**src/rtl/cfgport_pkg.sv**
```systemverilog
package cfgport_pkg;

  localparam int CFG_DW     = 8;
  localparam int IDX_FIRST  = 'h20;
  localparam int IDX_LAST   = 'h2B;
  localparam int NUM_IMPL   = IDX_LAST - IDX_FIRST + 1;

  typedef logic [CFG_DW-1:0] cfg_byte_t;

  // Value a slot takes under reset.
  function automatic cfg_byte_t slot_reset(input int idx);
    case (idx)
      'h21: slot_reset = 8'h84;
      'h24: slot_reset = 8'h07;
      'h25: slot_reset = 8'hF0;
      'h26: slot_reset = 8'h30;
      'h27: slot_reset = 8'h91;
      'h28: slot_reset = 8'h80;
      'h29: slot_reset = 8'h10;
      'h2A: slot_reset = 8'h80;
      'h2B: slot_reset = 8'h10;
      default: slot_reset = 8'h00;
    endcase
  endfunction

  // Bits a data write is allowed to change.
  function automatic cfg_byte_t slot_mask(input int idx);
    if (idx == 'h20)
      slot_mask = 8'h3F;
    else if (idx > 'h20 && idx <= IDX_LAST)
      slot_mask = 8'hFF;
    else
      slot_mask = 8'h00;
  endfunction

  // Slots that feed the shadow-memory decoder.
  function automatic logic slot_is_shadow(input cfg_byte_t idx);
    slot_is_shadow = (idx == 8'h22) || (idx == 8'h23) || (idx == 8'h26);
  endfunction

endpackage

```
**src/rtl/cfgport_decode.sv**
```systemverilog
module cfgport_decode
  import cfgport_pkg::*;
#(
  parameter int        ADDR_W    = 16,
  parameter logic [15:0] IDX_PORT  = 16'h0022,
  parameter logic [15:0] DATA_PORT = 16'h0024
) (
  input  logic              clk,
  input  logic              rst,
  input  logic [ADDR_W-1:0] io_addr,
  input  logic              io_wr,
  input  logic              io_rd,
  input  cfg_byte_t         io_wdata,
  output cfg_byte_t         index_q,
  output logic              data_wr,
  output logic              data_rd
);

  localparam logic [ADDR_W-1:0] IDX_A  = ADDR_W'(IDX_PORT);
  localparam logic [ADDR_W-1:0] DATA_A = ADDR_W'(DATA_PORT);

  logic idx_wr;

  always_comb begin
    idx_wr  = io_wr && (io_addr == IDX_A);
    data_wr = io_wr && (io_addr == DATA_A);
    data_rd = io_rd && (io_addr == DATA_A);
  end

  always_ff @(posedge clk) begin
    if (rst)
      index_q <= '0;
    else if (idx_wr)
      index_q <= io_wdata;
  end

  AST_IDX_LOAD: assert property (@(posedge clk) disable iff (rst)
    (io_wr && io_addr == IDX_A) |=> (index_q == $past(io_wdata)));

  AST_IDX_HOLD: assert property (@(posedge clk) disable iff (rst)
    !(io_wr && io_addr == IDX_A) |=> $stable(index_q));

endmodule

```
**src/rtl/cfgport_bank.sv**
```systemverilog
module cfgport_bank
  import cfgport_pkg::*;
(
  input  logic                     clk,
  input  logic                     rst,
  input  cfg_byte_t                index_q,
  input  logic                     data_wr,
  input  cfg_byte_t                io_wdata,
  output logic [NUM_IMPL*CFG_DW-1:0] slots_flat,
  output cfg_byte_t                sel_value
);

  cfg_byte_t slot_q [NUM_IMPL];

  for (genvar k = 0; k < NUM_IMPL; k++) begin : g_slot
    localparam int        IDX  = IDX_FIRST + k;
    localparam cfg_byte_t RVAL = slot_reset(IDX);
    localparam cfg_byte_t MASK = slot_mask(IDX);

    logic hit;
    assign hit = data_wr && (index_q == CFG_DW'(IDX));

    always_ff @(posedge clk) begin
      if (rst)
        slot_q[k] <= RVAL;
      else if (hit)
        slot_q[k] <= (slot_q[k] & ~MASK) | (io_wdata & MASK);
    end

    assign slots_flat[k*CFG_DW +: CFG_DW] = slot_q[k];

    AST_SLOT_HOLD: assert property (@(posedge clk) disable iff (rst)
      !(data_wr && index_q == CFG_DW'(IDX)) |=> $stable(slot_q[k]));

    if (MASK != 8'hFF) begin : g_keep
      AST_TOP_KEEP: assert property (@(posedge clk) disable iff (rst)
        data_wr |=> ((slot_q[k] & ~MASK) == ($past(slot_q[k]) & ~MASK)));
    end
  end

  // Read path: slots outside the window read as zero.
  always_comb begin
    sel_value = '0;
    for (int k = 0; k < NUM_IMPL; k++) begin
      if (index_q == CFG_DW'(IDX_FIRST + k))
        sel_value = slot_q[k];
    end
  end

endmodule

```
**src/rtl/cfgport_strobe.sv**
```systemverilog
module cfgport_strobe
  import cfgport_pkg::*;
(
  input  logic      clk,
  input  logic      rst,
  input  logic      data_wr,
  input  cfg_byte_t index_q,
  output logic      shadow_changed
);

  always_ff @(posedge clk) begin
    if (rst)
      shadow_changed <= 1'b0;
    else
      shadow_changed <= data_wr && slot_is_shadow(index_q);
  end

  AST_PULSE_CAUSE: assert property (@(posedge clk) disable iff (rst)
    (data_wr && (index_q == 8'h22 || index_q == 8'h23 || index_q == 8'h26))
      |=> shadow_changed);

  AST_PULSE_QUIET: assert property (@(posedge clk) disable iff (rst)
    !data_wr |=> !shadow_changed);

endmodule

```
**src/rtl/cfgport_regs.sv**
```systemverilog
module cfgport_regs
  import cfgport_pkg::*;
#(
  parameter int          ADDR_W    = 16,
  parameter logic [15:0] IDX_PORT  = 16'h0022,
  parameter logic [15:0] DATA_PORT = 16'h0024,
  parameter logic [7:0]  IDLE_READ = 8'hFF
) (
  input  logic                       clk,
  input  logic                       rst,
  input  logic [ADDR_W-1:0]          io_addr,
  input  logic                       io_wr,
  input  logic                       io_rd,
  input  logic [7:0]                 io_wdata,
  output logic [7:0]                 io_rdata,
  output logic [NUM_IMPL*CFG_DW-1:0] cfg_flat,
  output logic [7:0]                 shadow_ctl,
  output logic [7:0]                 shadow_hi_en,
  output logic [7:0]                 shadow_lo_ctl,
  output logic                       shadow_changed
);

  localparam int OFS_CTL = 'h22 - IDX_FIRST;
  localparam int OFS_HI  = 'h23 - IDX_FIRST;
  localparam int OFS_LO  = 'h26 - IDX_FIRST;

  cfg_byte_t index_q;
  cfg_byte_t sel_value;
  logic      data_wr;
  logic      data_rd;

  cfgport_decode #(
    .ADDR_W   (ADDR_W),
    .IDX_PORT (IDX_PORT),
    .DATA_PORT(DATA_PORT)
  ) u_decode (
    .clk     (clk),
    .rst     (rst),
    .io_addr (io_addr),
    .io_wr   (io_wr),
    .io_rd   (io_rd),
    .io_wdata(io_wdata),
    .index_q (index_q),
    .data_wr (data_wr),
    .data_rd (data_rd)
  );

  cfgport_bank u_bank (
    .clk       (clk),
    .rst       (rst),
    .index_q   (index_q),
    .data_wr   (data_wr),
    .io_wdata  (io_wdata),
    .slots_flat(cfg_flat),
    .sel_value (sel_value)
  );

  cfgport_strobe u_strobe (
    .clk           (clk),
    .rst           (rst),
    .data_wr       (data_wr),
    .index_q       (index_q),
    .shadow_changed(shadow_changed)
  );

  assign io_rdata      = data_rd ? sel_value : IDLE_READ;
  assign shadow_ctl    = cfg_flat[OFS_CTL*CFG_DW +: CFG_DW];
  assign shadow_hi_en  = cfg_flat[OFS_HI*CFG_DW +: CFG_DW];
  assign shadow_lo_ctl = cfg_flat[OFS_LO*CFG_DW +: CFG_DW];

  AST_IDLE_READ: assert property (@(posedge clk) disable iff (rst)
    !(io_rd && io_addr == ADDR_W'(DATA_PORT)) |-> (io_rdata == IDLE_READ));

  AST_SHADOW_WRITE: assert property (@(posedge clk) disable iff (rst)
    (io_wr && io_addr == ADDR_W'(DATA_PORT) && index_q == 8'h23)
      |=> (shadow_hi_en == $past(io_wdata)));

endmodule

```
**config.mk**
```make
export PLATFORM = sky130hd
export DESIGN_NAME = cfgport_regs
export DESIGN_NICKNAME = d
export VERILOG_FILES = /design/src/rtl/cfgport_pkg.sv /design/src/rtl/cfgport_decode.sv /design/src/rtl/cfgport_bank.sv /design/src/rtl/cfgport_strobe.sv /design/src/rtl/cfgport_regs.sv
export SDC_FILE = /design/constraint.sdc
export NUM_CORES = 1
export LEC_CHECK = 0
export ABC_AREA = 1
export ABC_CLOCK_PERIOD_IN_PS = 3100
export BUFFER_PORTS_ARGS = -buffer_cell sky130_fd_sc_hd__buf_4
export CAP_MARGIN = 20
export CELL_PAD_IN_SITES_DETAIL_PLACEMENT = 1
export CELL_PAD_IN_SITES_GLOBAL_PLACEMENT = 2
export CORE_ASPECT_RATIO = 0.7
export CORE_MARGIN = 3
export CORE_UTILIZATION = 32
export CTS_BUF_LIST = sky130_fd_sc_hd__clkbuf_4 sky130_fd_sc_hd__clkbuf_8
export DETAILED_ROUTE_END_ITERATION = 8
export HOLD_SLACK_MARGIN = 0.15
export MAX_ROUTING_LAYER = met4
export PLACE_DENSITY_LB_ADDON = 0.1
export SETUP_SLACK_MARGIN = 0.4
export SYNTH_ARGS = -nofsm -noshare
export SYNTH_HDL_FRONTEND = slang
export SYNTH_SLANG_ARGS = --single-unit
```
**constraint.sdc**
```tcl
create_clock -name clk -period 3.1 [get_ports clk]
set_input_delay 0.465 -clock clk [delete_from_list [all_inputs] [get_ports clk]]
set_output_delay 0.465 -clock clk [all_outputs]
set_load 0.01 [all_outputs]
```
* Word-level counts from Yosys, hierarchy flattened
Memory sizes are Yosys's and may differ from the RTL's.
Index checks and enable logic that the tools add are counted.
** Storage, ports and cells
- Register bits after elaboration :: 9
- Bits in writable memories :: 96
- Input bits :: 28
- Output and inout port bits :: 129
- Word-level logic and storage cells :: 111
- Memories :: 1
** Memory list
- u_bank.slot_q :: words 12, bits a word 8, read ports 12, clocked after Yosys merged registers in 0, wr ports 12, line cfgport_bank.sv:13 : cfg_byte_t slot_q [NUM_IMPL];
** Cells by class
- Equal/unequal tests :: 14
- Mux-type cells :: 63
- Bitwise operators :: 13
- Reductions and logical operators :: 18
** Operators with widths (count)
- $mux W8 :: 25
- $eq A8 B6 Y1 const B :: 12
- $mux W1 :: 38
- $eq A16 B6 Y1 const B :: 2
- $logic_and A1 B1 Y1 :: 16
- $or A1 B1 Y1 :: 12
- $or A8 B6 Y8 :: 1
- $logic_or A1 B1 Y1 :: 2

* Longest topological paths before layout
- Depth in word-level cells :: 14
- Gate-level depth with buffers :: 14
- Mapped depth without buffers :: 13

* By module
A second synthesis with hierarchy kept.
** Second synthesis, totals
- Cell total of the unflattened synthesis :: 600
- Area, all modules :: 5233.8 um^2
** Modules (own cells, without submodules)
- cfgport_bank :: instances 1, cells each 474, area an instance 4501.8 um^2
- cfgport_decode :: instances 1, cells each 75, area an instance 430.4 um^2
- cfgport_regs :: instances 1, cells each 41, area an instance 245.2 um^2
- cfgport_strobe :: instances 1, cells each 10, area an instance 56.3 um^2

* Worst setup path before layout
No wires, ideal clock.
- Path kind :: input to register
- Start point :: in io_addr[1]
- End point :: mem u_bank.slot_q[2][10] (netlist name) (enable)
- Library setup time :: 384 ps
- Arrival time :: 1935 ps
- Data required time :: 2716 ps
- Setup slack :: 781 ps
- Cell stages on the path :: 5
- Path through :: or2_1 -> nor2_1 -> nand4_4 -> clkbuf_2 -> o21ai_0
** RTL lines
- from (decl) :: line cfgport_regs.sv:11 : input logic [ADDR_W-1:0] io_addr,
- to (decl) :: line cfgport_bank.sv:13

* Worst setup path in the final report
- Start point :: reg u_decode.index_q[1]
- End point :: out io_rdata[3]
** On the way
- Word-level cells in the longest chain between the ends :: 14
- Elaborated cells between the ends (all ways) :: 25
- Classes of those cells :: eq/ne: 12; mux: 13
** RTL lines
- from (decl) :: line cfgport_decode.sv:14 : output cfg_byte_t index_q,
- from (signal assigned) :: line cfgport_decode.sv:34 : index_q <= io_wdata;
- $eq A8 B6 Y1 :: line cfgport_bank.sv:45 : if (index_q == CFG_DW'(IDX_FIRST + k))
- $mux W8 (11 in series) :: line cfgport_bank.sv:45
- $mux W8 (*) :: line cfgport_bank.sv:45
- $mux W8 (*) :: line cfgport_regs.sv:66 : assign io_rdata = data_rd ? sel_value : IDLE_READ;
- to (decl) :: line cfgport_regs.sv:15 : output logic [7:0] io_rdata,
Mark *: on every way between the ends. The rest lies on a longest branch, timed or not.

==> qor.txt <==
Status: complete, no violations
Die Y: 113 um
Commonest non-fill, non-tap cell in the layout: buf_4
Layout fillers: 1,799
Setup CP Type: flop to output pin
Critical Path Source Type: flop
Sw frac: 25.7%
Routed wl met2: 8.06 mm
Post-DRT Antenna Nets: 0
Combinational Power Share: 8.2%
Routed wire per std cell: 20.8 um
Initial Util: 33.2%
Endpoints failing hold: 0
Critical Path RT: 2.63 ns
Tightest Pin Transition: 0.792 ns
Avg Inst Size Synth: 9.60 um^2
Placement Rows: 38
Layout cells sized above 1: 38.8%
Largest net degree at the start of global routing: 18
Cts bufs inserted: 9
Setup slack after layout: 0.456 ns
RSZ-0062 raised after global routing: true
Tmin final: 2.64 ns
IO buf count: 154
Hold Path Class: input port to flop
Mapped Area: 5230 um^2
M1 WL: 9.71 mm
Initial DRT Pass Iterations: 5
Area grow syn2layout: 31.0%
Worst IR Drop VDD: 0.000174 V
CP Capture Type: output pin
Yosys warning count: 0
Flops & latches, synth: 103
Net switching power figure: 665 uW
RePlAce Congestion: 0.805
Final setup skew: 0.0104 ns
Final period util: 85.3%
Vias: 4,447
Final setup fails: 0
Clock-pin slew on the worst setup and hold paths: 0.11 ns
Overall routed net length: 19.0 mm
Total negative slack: 0 ns
Number of global-route vias before repair: 4,389
Leak pwr: 2.88 nW
Pwr Density: 378 nW/um^2
Cell family with most CP delay: simple AND/OR/NAND/NOR gates
Reg power frac: 60.7%
Reg area: 3010 um^2
TritonCTS Sinks: 103
CTS tree: done
CTS max path bufs: 2
Die X-Extent: 159 um
Nets: 717
Met3 wire len: 1.11 mm
Ports: 157
Clock latency on the worst-skew pair: 0.38 ns
Total track usage: 21.4%
Worst stage delay on the critical path: 0.42 ns
Core Area: 15,700 um^2
Post-synthesis sequential area ratio: 57.4%
DRC: 0
DRT iter0 DRCs: 321
CP bufs+invs: 2
Grt ovf: 0
Slowest-stage cell, CP: dfxtp_4
P_int: 1.92 mW
Pins over their slew limit: 0
Dpl ws: 0.585 ns
Vias per cell: 4.87
Critical path, cell by cell: inv_2 -> nand2_4 -> nor2_4 -> nand3_1 -> nand2_1 -> nor2_1 -> nand3_1 -> nand2_1 -> nand3_1 -> nand2_1 -> nand4_1 -> buf_4
Distinct cell type count after synthesis: 35
Worst slew margin: 47.1%
Footprint of the multi-input gates: 1830 um^2
Syn Inst Count: 545
Initial antenna violation count: 0
Root Buffer: clkbuf_8
Ant. Diodes: 0
CP Max Fanout: 7
Commonest non-fill, non-tap cells in the layout: buf_4 (170), nor2_1 (117), edfxtp_1 (94)
Critical Path AT: 2.18 ns
Highest metal used: met4
HPWL after DPL: 14.3 mm
Fmax: 0.378 GHz
Share of total power in the clock network: 31.1%
H-tree levels: 3
MaxCap Viol Count: 0
First-pass GRT wire length: 27.8 mm
Die area: 17,900 um^2
[cells in the mapped netlist]
master / instances / area share [%]
nor2_1: 122 / 8.8
edfxtp_1: 94 / 54
nand2_1: 91 / 6.5
inv_1: 36 / 2.6
nand3_1: 34 / 3.3
buf_4: 27 / 3.9
inv_2: 19 / 1.4
nand4_1: 11 / 1.3
a21oi_1: 10 / 0.96
clkbuf_1: 10 / 0.72
o21ai_0: 10 / 0.96
dfxtp_1: 9 / 3.4
a211oi_1: 8 / 1.1
nand2_2: 7 / 0.84
nor2_4: 6 / 1.3
o211ai_1: 6 / 0.86
nand2_4: 5 / 1.1
or2_1: 5 / 0.60
nor3_2: 4 / 0.77
or2_0: 4 / 0.48
buf_2: 3 / 0.29
nand3_4: 3 / 1.0
nor2_2: 3 / 0.36
nor3_1: 3 / 0.29
buf_6: 2 / 0.43
nand3_2: 2 / 0.38
nor3_4: 2 / 0.62
or2_2: 2 / 0.24
a311oi_2: 1 / 0.29
clkbuf_2: 1 / 0.096
conb_1: 1 / 0.072
nand3b_1: 1 / 0.14
nand4_4: 1 / 0.41
nor2_8: 1 / 0.38
nor4_2: 1 / 0.24
[sequential cells by signal, summed over array words and instances, names as in the netlist]
register and cells:
u_decode.index_q 8, u_bank.slot_q 94, u_strobe.shadow_changed 1
[worst paths after layout]
| check | start | end | slack, ns | cells after the start |
|---|---|---|---|---|
| max reg2reg | u_decode.index_q[6] | u_bank.slot_q[2][25] | 1.17 | 10 |
| max | u_decode.index_q[1] | io_rdata[3] | 0.46 | 12 |
| min | io_wdata[6] | u_decode.index_q[6] | 0.37 | 3 |
| min reg2reg | u_decode.index_q[5] | u_decode.index_q[5] | 0.47 | 2 |
[per-layer routing]
layer,up-vias,GRT usage [%]
li1,2067,-
met1,2219,31.3
met2,151,30.9
met5,-,-
met3,10,4.68
met4,0,3.32
[worst reg2reg max path, cell delays in order (launching register included)]
cell	delay [ns]
dfxtp_2	0.33
inv_2	0.06
nand2_2	0.06
nor2_4	0.26
inv_4	0.10
nor2_4	0.11
inv_2	0.08
nor2_4	0.11
buf_12	0.15
nand2_1	0.07
nand2_1	0.28
[per-stage QoR]
stage | power, mW | area [um^2] | hold slack [ns] | utilization, % | cells
3_5_place_dp | 1.82 | 6470 | 0.460 | 41.1 | 889
5_1_grt | 2.67 | 6850 | 0.386 | 43.5 | 914
2_1_floorplan | 1.68 | 5240 | 0.439 | - | 546
3_3_place_gp | 1.82 | 6470 | 0.450 | 41.1 | 889
6_report | 2.59 | 6850 | 0.372 | 43.5 | 914
4_1_cts | 2.61 | 6690 | 0.366 | 42.5 | 908
[logic make-up after synthesis]
logic type	Yosys count	share of synthesized area, %
AND/OR/NAND/NOR	308	29.0
AO/OA/AOI/OAI	35	4.21
flip-flops	103	57.4
other	1	0.0717
buffers and inverters	98	9.35
[power by group through the flow]
stage,logic [mW],clock network (mW),registers [mW]
2_1_floorplan,0.0686,0,1.61
3_3_place_gp,0.214,0,1.60
3_5_place_dp,0.216,0,1.60
4_1_cts,0.216,0.818,1.57
5_1_grt,0.227,0.863,1.58
6_report,0.213,0.804,1.57
[layout make-up]
cell class / count / area share (%)
flip-flops and latches: 103 / 44.0
multi-input cells: 345 / 26.8
inverters: 55 / 3.12
well taps: 220 / 4.02
clock buffers: 9 / 1.81
repair buffers: 175 / 19.6
clock inverters: 7 / 0.676
[what timing repair did]
action | in CTS | in global routing
endpoints found under the setup margin | 8 | 8
resized for setup | 12 | 32
hold buffers | 0 | 0
buffers inserted | 3 | 6
pin swaps | 2 | 7
No activity file was read; power rests on OpenSTA's default activity.
